$ cat config.mk
export PLATFORM = sky130hd
export DESIGN_NAME = scl_period_gen
export DESIGN_NICKNAME = d
export VERILOG_FILES = /design/src/rtl/scl_gen_pkg.sv /design/src/rtl/scl_gen_datapath.sv /design/src/rtl/scl_gen_control.sv /design/src/rtl/scl_period_gen.sv
export SDC_FILE = /design/constraint.sdc
export NUM_CORES = 1
export LEC_CHECK = 0
export ABC_AREA = 1
export BUFFER_PORTS_ARGS = -buffer_cell sky130_fd_sc_hd__clkbuf_2
export CAP_MARGIN = 20
export CELL_PAD_IN_SITES_DETAIL_PLACEMENT = 0
export CELL_PAD_IN_SITES_GLOBAL_PLACEMENT = 1
export CORE_MARGIN = 8
export CORE_UTILIZATION = 48
export DETAILED_ROUTE_END_ITERATION = 10
export GPL_ROUTABILITY_DRIVEN = 0
export GPL_TIMING_DRIVEN = 0
export MAX_ROUTING_LAYER = met4
export PLACE_DENSITY_LB_ADDON = 0.15
export SKIP_CTS_REPAIR_TIMING = 1
export SYNTH_ARGS = -nofsm -noshare
export SYNTH_HDL_FRONTEND = slang
export SYNTH_HIERARCHICAL = 1
export SYNTH_SLANG_ARGS = --single-unit
$ cat constraint.sdc
create_clock -name clk -period 11.9 [get_ports clk]
set_input_delay 0.595 -clock clk [delete_from_list [all_inputs] [get_ports clk]]
set_output_delay 0.595 -clock clk [all_outputs]
set_load 0.01 [all_outputs]
$ cat src/rtl/scl_gen_pkg.sv
package scl_gen_pkg;

  typedef enum logic [1:0] {
    PH_IDLE = 2'd0,
    PH_LOW  = 2'd1,
    PH_WAIT = 2'd2,
    PH_HIGH = 2'd3
  } phase_e;

  // Strobes from control to datapath
  typedef struct packed {
    logic loadCfg;  // capture settings for a new period
    logic clrCnt;   // zero the phase counter
    logic incCnt;   // advance the phase counter
  } ctrlStrb_t;

  localparam int STD_MIN_DIV  = 4;
  localparam int FAST_MIN_DIV = 1;

endpackage

$ cat src/rtl/scl_gen_datapath.sv
module scl_gen_datapath
  import scl_gen_pkg::*;
#(
  parameter int DIV_W  = 12,
  parameter int RISE_W = 7
) (
  input  logic              clk,
  input  logic              rstN,
  input  logic [1:0]        modeSel,
  input  logic              dutySel,
  input  logic [DIV_W-1:0]  divCount,
  input  logic [RISE_W-1:0] riseCount,
  input  ctrlStrb_t         strb,
  output logic              lowLast,
  output logic              highLast
);

  localparam int LEN_W = DIV_W + 5;

  logic              fastQ;
  logic              dutyQ;
  logic [DIV_W-1:0]  divQ;
  logic [RISE_W-1:0] riseQ;
  logic [LEN_W-1:0]  cnt;

  logic [DIV_W-1:0]  divClamped;
  logic              fastIn;
  logic [LEN_W-1:0]  divExt;
  logic [LEN_W-1:0]  riseExt;
  logic [LEN_W-1:0]  lowLen;
  logic [LEN_W-1:0]  highLen;
  logic [LEN_W-1:0]  highCnt;

  // Per-mode minimum divider
  always_comb begin
    fastIn     = |modeSel;
    divClamped = divCount;
    if (fastIn) begin
      if (divCount < DIV_W'(FAST_MIN_DIV)) divClamped = DIV_W'(FAST_MIN_DIV);
    end else begin
      if (divCount < DIV_W'(STD_MIN_DIV)) divClamped = DIV_W'(STD_MIN_DIV);
    end
  end

  // Settings captured only at the start of a low phase
  always_ff @(posedge clk or negedge rstN) begin
    if (!rstN) begin
      fastQ <= 1'b0;
      dutyQ <= 1'b0;
      divQ  <= DIV_W'(STD_MIN_DIV);
      riseQ <= '0;
    end else if (strb.loadCfg) begin
      fastQ <= fastIn;
      dutyQ <= dutySel;
      divQ  <= divClamped;
      riseQ <= riseCount;
    end
  end

  // Phase lengths from the captured settings
  always_comb begin
    divExt  = LEN_W'(divQ);
    riseExt = LEN_W'(riseQ);
    if (!fastQ) begin
      lowLen  = divExt;
      highLen = divExt;
    end else if (dutyQ) begin
      lowLen  = divExt << 4;
      highLen = (divExt << 3) + divExt;
    end else begin
      lowLen  = divExt << 1;
      highLen = divExt;
    end
    if (riseExt >= highLen) highCnt = LEN_W'(1);
    else                    highCnt = highLen - riseExt;
  end

  always_ff @(posedge clk or negedge rstN) begin
    if (!rstN)            cnt <= '0;
    else if (strb.clrCnt) cnt <= '0;
    else if (strb.incCnt) cnt <= cnt + LEN_W'(1);
  end

  assign lowLast  = (cnt == lowLen - LEN_W'(1));
  assign highLast = (cnt == highCnt - LEN_W'(1));

  AST_STD_LOW_MIN: assert property (@(posedge clk) disable iff (!rstN)
    !fastQ |-> lowLen >= LEN_W'(STD_MIN_DIV));

  AST_FAST_HIGH_MIN: assert property (@(posedge clk) disable iff (!rstN)
    fastQ |-> highCnt >= LEN_W'(1));

  AST_NO_WRAP: assert property (@(posedge clk) disable iff (!rstN)
    strb.incCnt |-> cnt != '1);

  AST_CFG_HOLD: assert property (@(posedge clk) disable iff (!rstN)
    !strb.loadCfg |=> $stable(divQ) && $stable(fastQ) && $stable(dutyQ));

endmodule

$ cat src/rtl/scl_gen_control.sv
module scl_gen_control
  import scl_gen_pkg::*;
(
  input  logic      clk,
  input  logic      rstN,
  input  logic      tickEn,
  input  logic      runEn,
  input  logic      sclIn,
  input  logic      lowLast,
  input  logic      highLast,
  output ctrlStrb_t strb,
  output logic      sclDriveLow,
  output logic      lowStart,
  output logic      highStart
);

  phase_e phase;
  phase_e phaseNext;
  logic   enterLow;
  logic   enterHigh;

  always_comb begin
    phaseNext = phase;
    strb      = '0;
    enterLow  = 1'b0;
    enterHigh = 1'b0;
    if (!runEn) begin
      phaseNext   = PH_IDLE;
      strb.clrCnt = 1'b1;
    end else if (tickEn) begin
      unique case (phase)
        PH_IDLE: begin
          phaseNext    = PH_LOW;
          strb.loadCfg = 1'b1;
          strb.clrCnt  = 1'b1;
          enterLow     = 1'b1;
        end
        PH_LOW: begin
          if (lowLast) begin
            phaseNext   = PH_WAIT;
            strb.clrCnt = 1'b1;
          end else begin
            strb.incCnt = 1'b1;
          end
        end
        PH_WAIT: begin
          if (sclIn) begin
            phaseNext   = PH_HIGH;
            strb.clrCnt = 1'b1;
            enterHigh   = 1'b1;
          end
        end
        PH_HIGH: begin
          if (highLast) begin
            phaseNext    = PH_LOW;
            strb.loadCfg = 1'b1;
            strb.clrCnt  = 1'b1;
            enterLow     = 1'b1;
          end else begin
            strb.incCnt = 1'b1;
          end
        end
        default: phaseNext = PH_IDLE;
      endcase
    end
  end

  always_ff @(posedge clk or negedge rstN) begin
    if (!rstN) begin
      phase     <= PH_IDLE;
      lowStart  <= 1'b0;
      highStart <= 1'b0;
    end else begin
      phase     <= phaseNext;
      lowStart  <= enterLow;
      highStart <= enterHigh;
    end
  end

  assign sclDriveLow = (phase == PH_LOW);

  AST_OFF_RELEASE: assert property (@(posedge clk) disable iff (!rstN)
    !runEn |=> !sclDriveLow && !lowStart && !highStart);

  AST_STROBE_EXCL: assert property (@(posedge clk) disable iff (!rstN)
    !(lowStart && highStart));

  AST_LOWSTART_DRIVE: assert property (@(posedge clk) disable iff (!rstN)
    lowStart |-> sclDriveLow);

  AST_HIGH_AFTER_LINE: assert property (@(posedge clk) disable iff (!rstN)
    highStart |-> $past(sclIn) && $past(tickEn));

  AST_HIGH_RELEASED: assert property (@(posedge clk) disable iff (!rstN)
    highStart |-> !sclDriveLow);

endmodule

$ cat src/rtl/scl_period_gen.sv
module scl_period_gen
  import scl_gen_pkg::*;
#(
  parameter int DIV_W  = 12,
  parameter int RISE_W = 7
) (
  input  logic              clk,
  input  logic              rstN,
  input  logic              tickEn,
  input  logic              runEn,
  input  logic [1:0]        modeSel,
  input  logic              dutySel,
  input  logic [DIV_W-1:0]  divCount,
  input  logic [RISE_W-1:0] riseCount,
  input  logic              sclIn,
  output logic              sclDriveLow,
  output logic              highStart,
  output logic              lowStart
);

  ctrlStrb_t strb;
  logic      lowLast;
  logic      highLast;

  scl_gen_control uCtrl (
    .clk        (clk),
    .rstN       (rstN),
    .tickEn     (tickEn),
    .runEn      (runEn),
    .sclIn      (sclIn),
    .lowLast    (lowLast),
    .highLast   (highLast),
    .strb       (strb),
    .sclDriveLow(sclDriveLow),
    .lowStart   (lowStart),
    .highStart  (highStart)
  );

  scl_gen_datapath #(
    .DIV_W (DIV_W),
    .RISE_W(RISE_W)
  ) uPath (
    .clk      (clk),
    .rstN     (rstN),
    .modeSel  (modeSel),
    .dutySel  (dutySel),
    .divCount (divCount),
    .riseCount(riseCount),
    .strb     (strb),
    .lowLast  (lowLast),
    .highLast (highLast)
  );

endmodule

==> results of run 1 <==
per-stage QoR:
stage	worst slack (ns)	cell area, um^2
final	4.682	5593
after global routing	3.971	5593
after CTS	4.897	5573
after detailed placement	4.966	5497
after global placement	5.029	5497
after floorplan	6.278	5181
worst max-delay path by stage:
stage	slack (ns)	startpoint	endpoint
3_5_place_dp	4.97	uPath/divQ[1]	uPath/cnt[16]
5_1_grt	3.97	uPath/divQ[1]	uPath/cnt[16]
6_report	4.68	uPath/divQ[1]	uPath/cnt[16]
2_1_floorplan	6.28	uPath/divQ[3]	uPath/cnt[16]
3_3_place_gp	5.03	uPath/divQ[1]	uPath/cnt[16]
4_1_cts	4.90	uPath/divQ[1]	uPath/cnt[16]
metal layers:
metal  global-route usage, %  vias to the layer above
met2                   35.21                      159
li1                        -                     2767
met3                   2.208                       23
met4                   5.543                        0
met5                       -                        -
met1                   27.45                     2526
cell type report:
cell class / instances / area, um^2
inverter: 128 / 480.5
multi-input combinational: 649 / 3525
timing repair buffer: 29 / 160.2
sequential: 42 / 1052
buffer: 18 / 123.9
tap: 140 / 175.2
fill: 1140 / 5105
clock buffer: 7 / 76.32
sequential cells by signal, summed over array words and instances, names as in the netlist:
name             flops
uPath/divQ          12
uCtrl/lowStart       1
uPath/dutyQ          1
uPath/cnt           17
uCtrl/phase          2
uPath/riseQ          7
uCtrl/highStart      1
uPath/fastQ          1
synthesized netlist by cell type, types with 14 or more instances:
cell type	n
o21ai_0	43
nor3_1	17
nand3_1	68
inv_1	115
nand2_2	14
dfrtp_1	41
nand3_2	15
xor2_1	30
ha_1	25
a21oi_1	34
nor2_1	81
nand2_1	237
cells by family after synthesis:
group / after synthesis / synth area share (%)
adders and majority gates: 27 / 6.810
buffers and inverters: 146 / 11.66
AOI/OAI and AO/OA: 113 / 13.04
and+or+nand+nor: 472 / 41.92
DFF: 42 / 20.31
xor gates and xnor gates: 37 / 6.255
worst max-delay path: cells and delay by family (launching register included):
family / cells / cell delay [ns]
fa+ha+maj: 3 / 1.03
flops: 1 / 0.52
simple gates: 32 / 3.86
buf+inv: 8 / 1.02
compound gates: 5 / 0.69
==> reports/metrics.cfg, run 1 <==
[floorplan]
start_util_pct=48.43
die_w_um=119.9
dieArea_um2=14370
ioPinCount=30
num_rows=38
core_um2=10700
dieHeight_um=119.9

[timing]
worstMarginPinSlew_ns=0.5710
fin_crit_sh_pct=60.65
maxSlewHeadroom_pct=61.44
rsz0062_at_grt=false
report.final.slew_viol_count=0
finalCriticalPeriod_ns=7.218
hold_viol_final=0
finalSetupTns_ns=0
hold_slack_ns=0.1843
setup_viol=0
fin_worst_skew_ns=0.002586
max_clock_freq_ghz=0.1385

[clocking]
insertion_delay_ns=0.30
clock-root-buffer=clkbuf_8
clkTransAtPathRegs_ns=0.07
cts_buffers=5
htree_levels=2
cts_tree=built
clock-sinks=42
cts_buffer_depth=2

[synth]
synth_warnings=6
async_flop_share_pct=100.0
synth_ff_type=dfrtp_1
synth_edf_count=0
synthTopCellsByArea=dfrtp_1, nand2_1, inv_1
synth_seq_area_share_pct=20.31
syn_area_um2=5181
synth_fp_nets=891
ys_seq_elements=42
yosysTopAreaCell=dfrtp_1
synth_cell_types=47
synth_top_area_share_pct=19.80
syn_avg_cell_area_um2=6.190
syn_inst=837

[cells_and_area]
fin_util_pct=52.28
syn2layout_area_growth_pct=7.945
fin_nets=927
diodes=0
final_cell_mix=nand2_1, inv_1, nor2_1, nand3_1, o21ai_0
final_cells=1013
final_common_cell=nand2_1
drive_above_1_share_pct=13.29

[setup_path]
worstRegToRegCells=48
critical_path_required_ns=12.14
critical_path.slowest_cell=dfrtp_1
r2r_start=uPath/divQ[1]
critPathKind=reg2reg
arrival_ns=7.46
rr_endpoint=uPath/cnt[16]
slowest_delay_ns=0.52
critical_path.max_fanout=10
crit_top_cell=nand2_1
timing.reg2reg.setup_slack_ns=4.68
startpoint_type=register
end_kind=register

[route]
drt-wirelength-per-cell_um=14.30
drtIter0Drc=392
wl_met1_um=6671
via_count=5475
postRouteAntennaNets=0
drt_first_pass_iters=7
dr.max_layer_used=met4
viasPerCell=5.405
drc_errors=0
wirelength_um=14480
wl_met3_um=797
dr_wl_met2_um=6774

[grt]
grt_pass1_wl_um=24560
grt_max_degree=43
grt_pass1_vias=5255
overflow=0
grt_use_total_pct=21.37
antenna_found_initial=0

[place]
portBuffers=28
place_hpwl_um=12020
place_inst=1005

[min_path]
hold_class=in2async

[outcome]
outcome=finished, final reports clean

[flow_run]
drv_cap=0

Power of run 1 is not shown: default switching activity piles up to over one toggle a cycle in this logic, so the estimate is an artifact.
==> run 2, diff against run 1 <==
--- a/config.mk
+++ b/config.mk
@@ -11,7 +11,7 @@
 export CELL_PAD_IN_SITES_DETAIL_PLACEMENT = 0
 export CELL_PAD_IN_SITES_GLOBAL_PLACEMENT = 1
 export CORE_MARGIN = 8
-export CORE_UTILIZATION = 48
+export CORE_UTILIZATION = 40
 export DETAILED_ROUTE_END_ITERATION = 10
 export GPL_ROUTABILITY_DRIVEN = 0
 export GPL_TIMING_DRIVEN = 0
==> constraint.sdc (replaced) <==
create_clock -name clk -period 5.8 [get_ports clk]
set_input_delay 0.29 -clock clk [delete_from_list [all_inputs] [get_ports clk]]
set_output_delay 0.29 -clock clk [all_outputs]
set_load 0.01 [all_outputs]
==> reports/metrics.cfg, run 2 (synthesis gave the netlist of run 1 again) <==
[outcome]
violations=negative setup slack
outcome=finished with violations

[floorplan]
dieArea_um2=16850  ; +17%
start_util_pct=41.06  ; -7.4 points
dieHeight_um=129.8  ; +8.3%
ioPinCount=30  ; unchanged
num_rows=41  ; +7.9%
die_w_um=129.8  ; +8.3%
core_um2=12620  ; +18%

[min_path]
hold_class=in2reg

[timing]
rsz0062_at_grt=true
hold_slack_ns=0.2113  ; +0.02704 ns
fin_ws_ns=-0.01855  ; -4.701 ns
max_clock_freq_ghz=0.1719  ; +24%
setup_viol=2  ; +2
fin_worst_skew_ns=0.003038  ; +0.0004522 ns
fin_crit_sh_pct=100.3  ; +40 points
worstMarginPinSlew_ns=0.5061  ; -0.06490 ns
maxSlewHeadroom_pct=66.26  ; +4.8 points
finalCriticalPeriod_ns=5.819  ; -1.399 ns
hold_viol_final=0  ; unchanged
report.final.slew_viol_count=0  ; unchanged

[setup_path]
end_kind=register
startpoint_type=register
critical_path_required_ns=6.00  ; -6.14 ns
crit_top_cell=nand2_2
slowest_delay_ns=0.41  ; -0.11 ns
critical_path.max_fanout=5  ; -5
critical_path.slowest_cell=dfrtp_1
arrival_ns=6.02  ; -1.44 ns
critPathKind=reg2reg
timing.reg2reg.setup_slack_ns=-0.02  ; -4.70 ns

[cells_and_area]
syn2layout_area_growth_pct=23.28
final_cells=1089  ; +7.5%
fin_nets=971  ; +4.7%
final_cell_mix=nand2_1, inv_1, nor2_1, nand3_1, buf_4
largest_reg_flops=17  ; unchanged
diodes=0  ; unchanged
top_register=uPath/cnt
top_regs=uPath/cnt: 17 flops, uPath/divQ: 12 flops, uPath/riseQ: 7 flops
drive_above_1_share_pct=24.43  ; +11 points
final_common_cell=nand2_1

[route]
drc_errors=0  ; unchanged
viasPerCell=5.128  ; -5.1%
wirelength_um=16010  ; +11%
via_count=5584  ; +2.0%
drt_first_pass_iters=5  ; -2
postRouteAntennaNets=0  ; unchanged
drtIter0Drc=380  ; -3.1%
drt-wirelength-per-cell_um=14.70  ; +2.8%

[grt]
antenna_found_initial=0  ; unchanged
grt_pass1_wl_um=25390  ; +3.4%
grt_pass1_vias=5342  ; +1.7%
grt_use_total_pct=19.33  ; -2.0 points
grt_max_degree=43  ; unchanged
overflow=0  ; unchanged

[place]
portBuffers=28  ; unchanged
place_hpwl_um=12580  ; +4.7%
place_inst=1037  ; +3.2%

[clocking]
cts_buffers=5  ; unchanged
cts_tree=built
clock-sinks=42  ; unchanged
cts_buffer_depth=2  ; unchanged
clock-root-buffer=clkbuf_16
insertion_delay_ns=0.28  ; -0.02 ns
htree_levels=2  ; unchanged
clkTransAtPathRegs_ns=0.06  ; about the same

[flow_run]
drv_cap=0  ; unchanged

-- run 2: cell count changes in the layout (fill, tap and decap cells not counted), sizes merged --
cell / previous run / this run
dlygate4sd3: 0 / 1
clkbuf: 41 / 42
buf: 13 / 55
-- run 2: final timing paths --
check,cells after the start,end,start
worst max-delay path,49,uPath/cnt[14],uPath/divQ[0]
worst min-delay path,3,uPath/riseQ[0],riseCount[0]
worst max register to register,49,uPath/cnt[14],uPath/divQ[0]
worst min register to register,2,uPath/riseQ[0],uPath/riseQ[0]
max in group asynchronous,3,uPath/cnt[6],rstN
min in group asynchronous,2,uPath/divQ[3],rstN
-- run 2: final cells by class --
type,instances,area (um^2)
fillers,1310,6232
multi-input cells,649,3867
flip-flops and latches,42,1057
repair buffers,73,490.5
inverters,128,483.0
well taps,172,215.2
plain buffers,18,141.4
clock buffers,7,132.6
-- run 2: critical path, delay by kind of cell, from the launching register on --
family	cells	cell delay [ns]
fa+ha+maj	4	1.05
simple gates	30	2.88
buf+inv	10	0.88
flops	1	0.41
compound gates	5	0.51
-- run 2: stage by stage --
| stage | utilization, % | TNS (ns) | area, um^2 | setup WS, ns |
|---|---|---|---|---|
| after global routing | 50.61 | -1.100 | 6387 | -0.5173 |
| after global placement | 43.87 | -10.38 | 5537 | -1.160 |
| final | 50.61 | -0.03473 | 6387 | -0.01855 |
| after CTS | 44.92 | -15.49 | 5669 | -1.365 |
| after floorplan | - | 0 | 5181 | 0.1778 |
| after detailed placement | 43.87 | -14.44 | 5537 | -1.327 |
-- run 2: per-layer routing --
metal  up-vias  GRT usage, %  share of wire (%)
met5         -             -                  0
met4         0         4.713                1.1
met3        15         1.224                2.9
met2       100         32.19                 48
met1      2617         25.15                 48
li1       2852             -                  -
Power of run 2 is left out for the same reason.
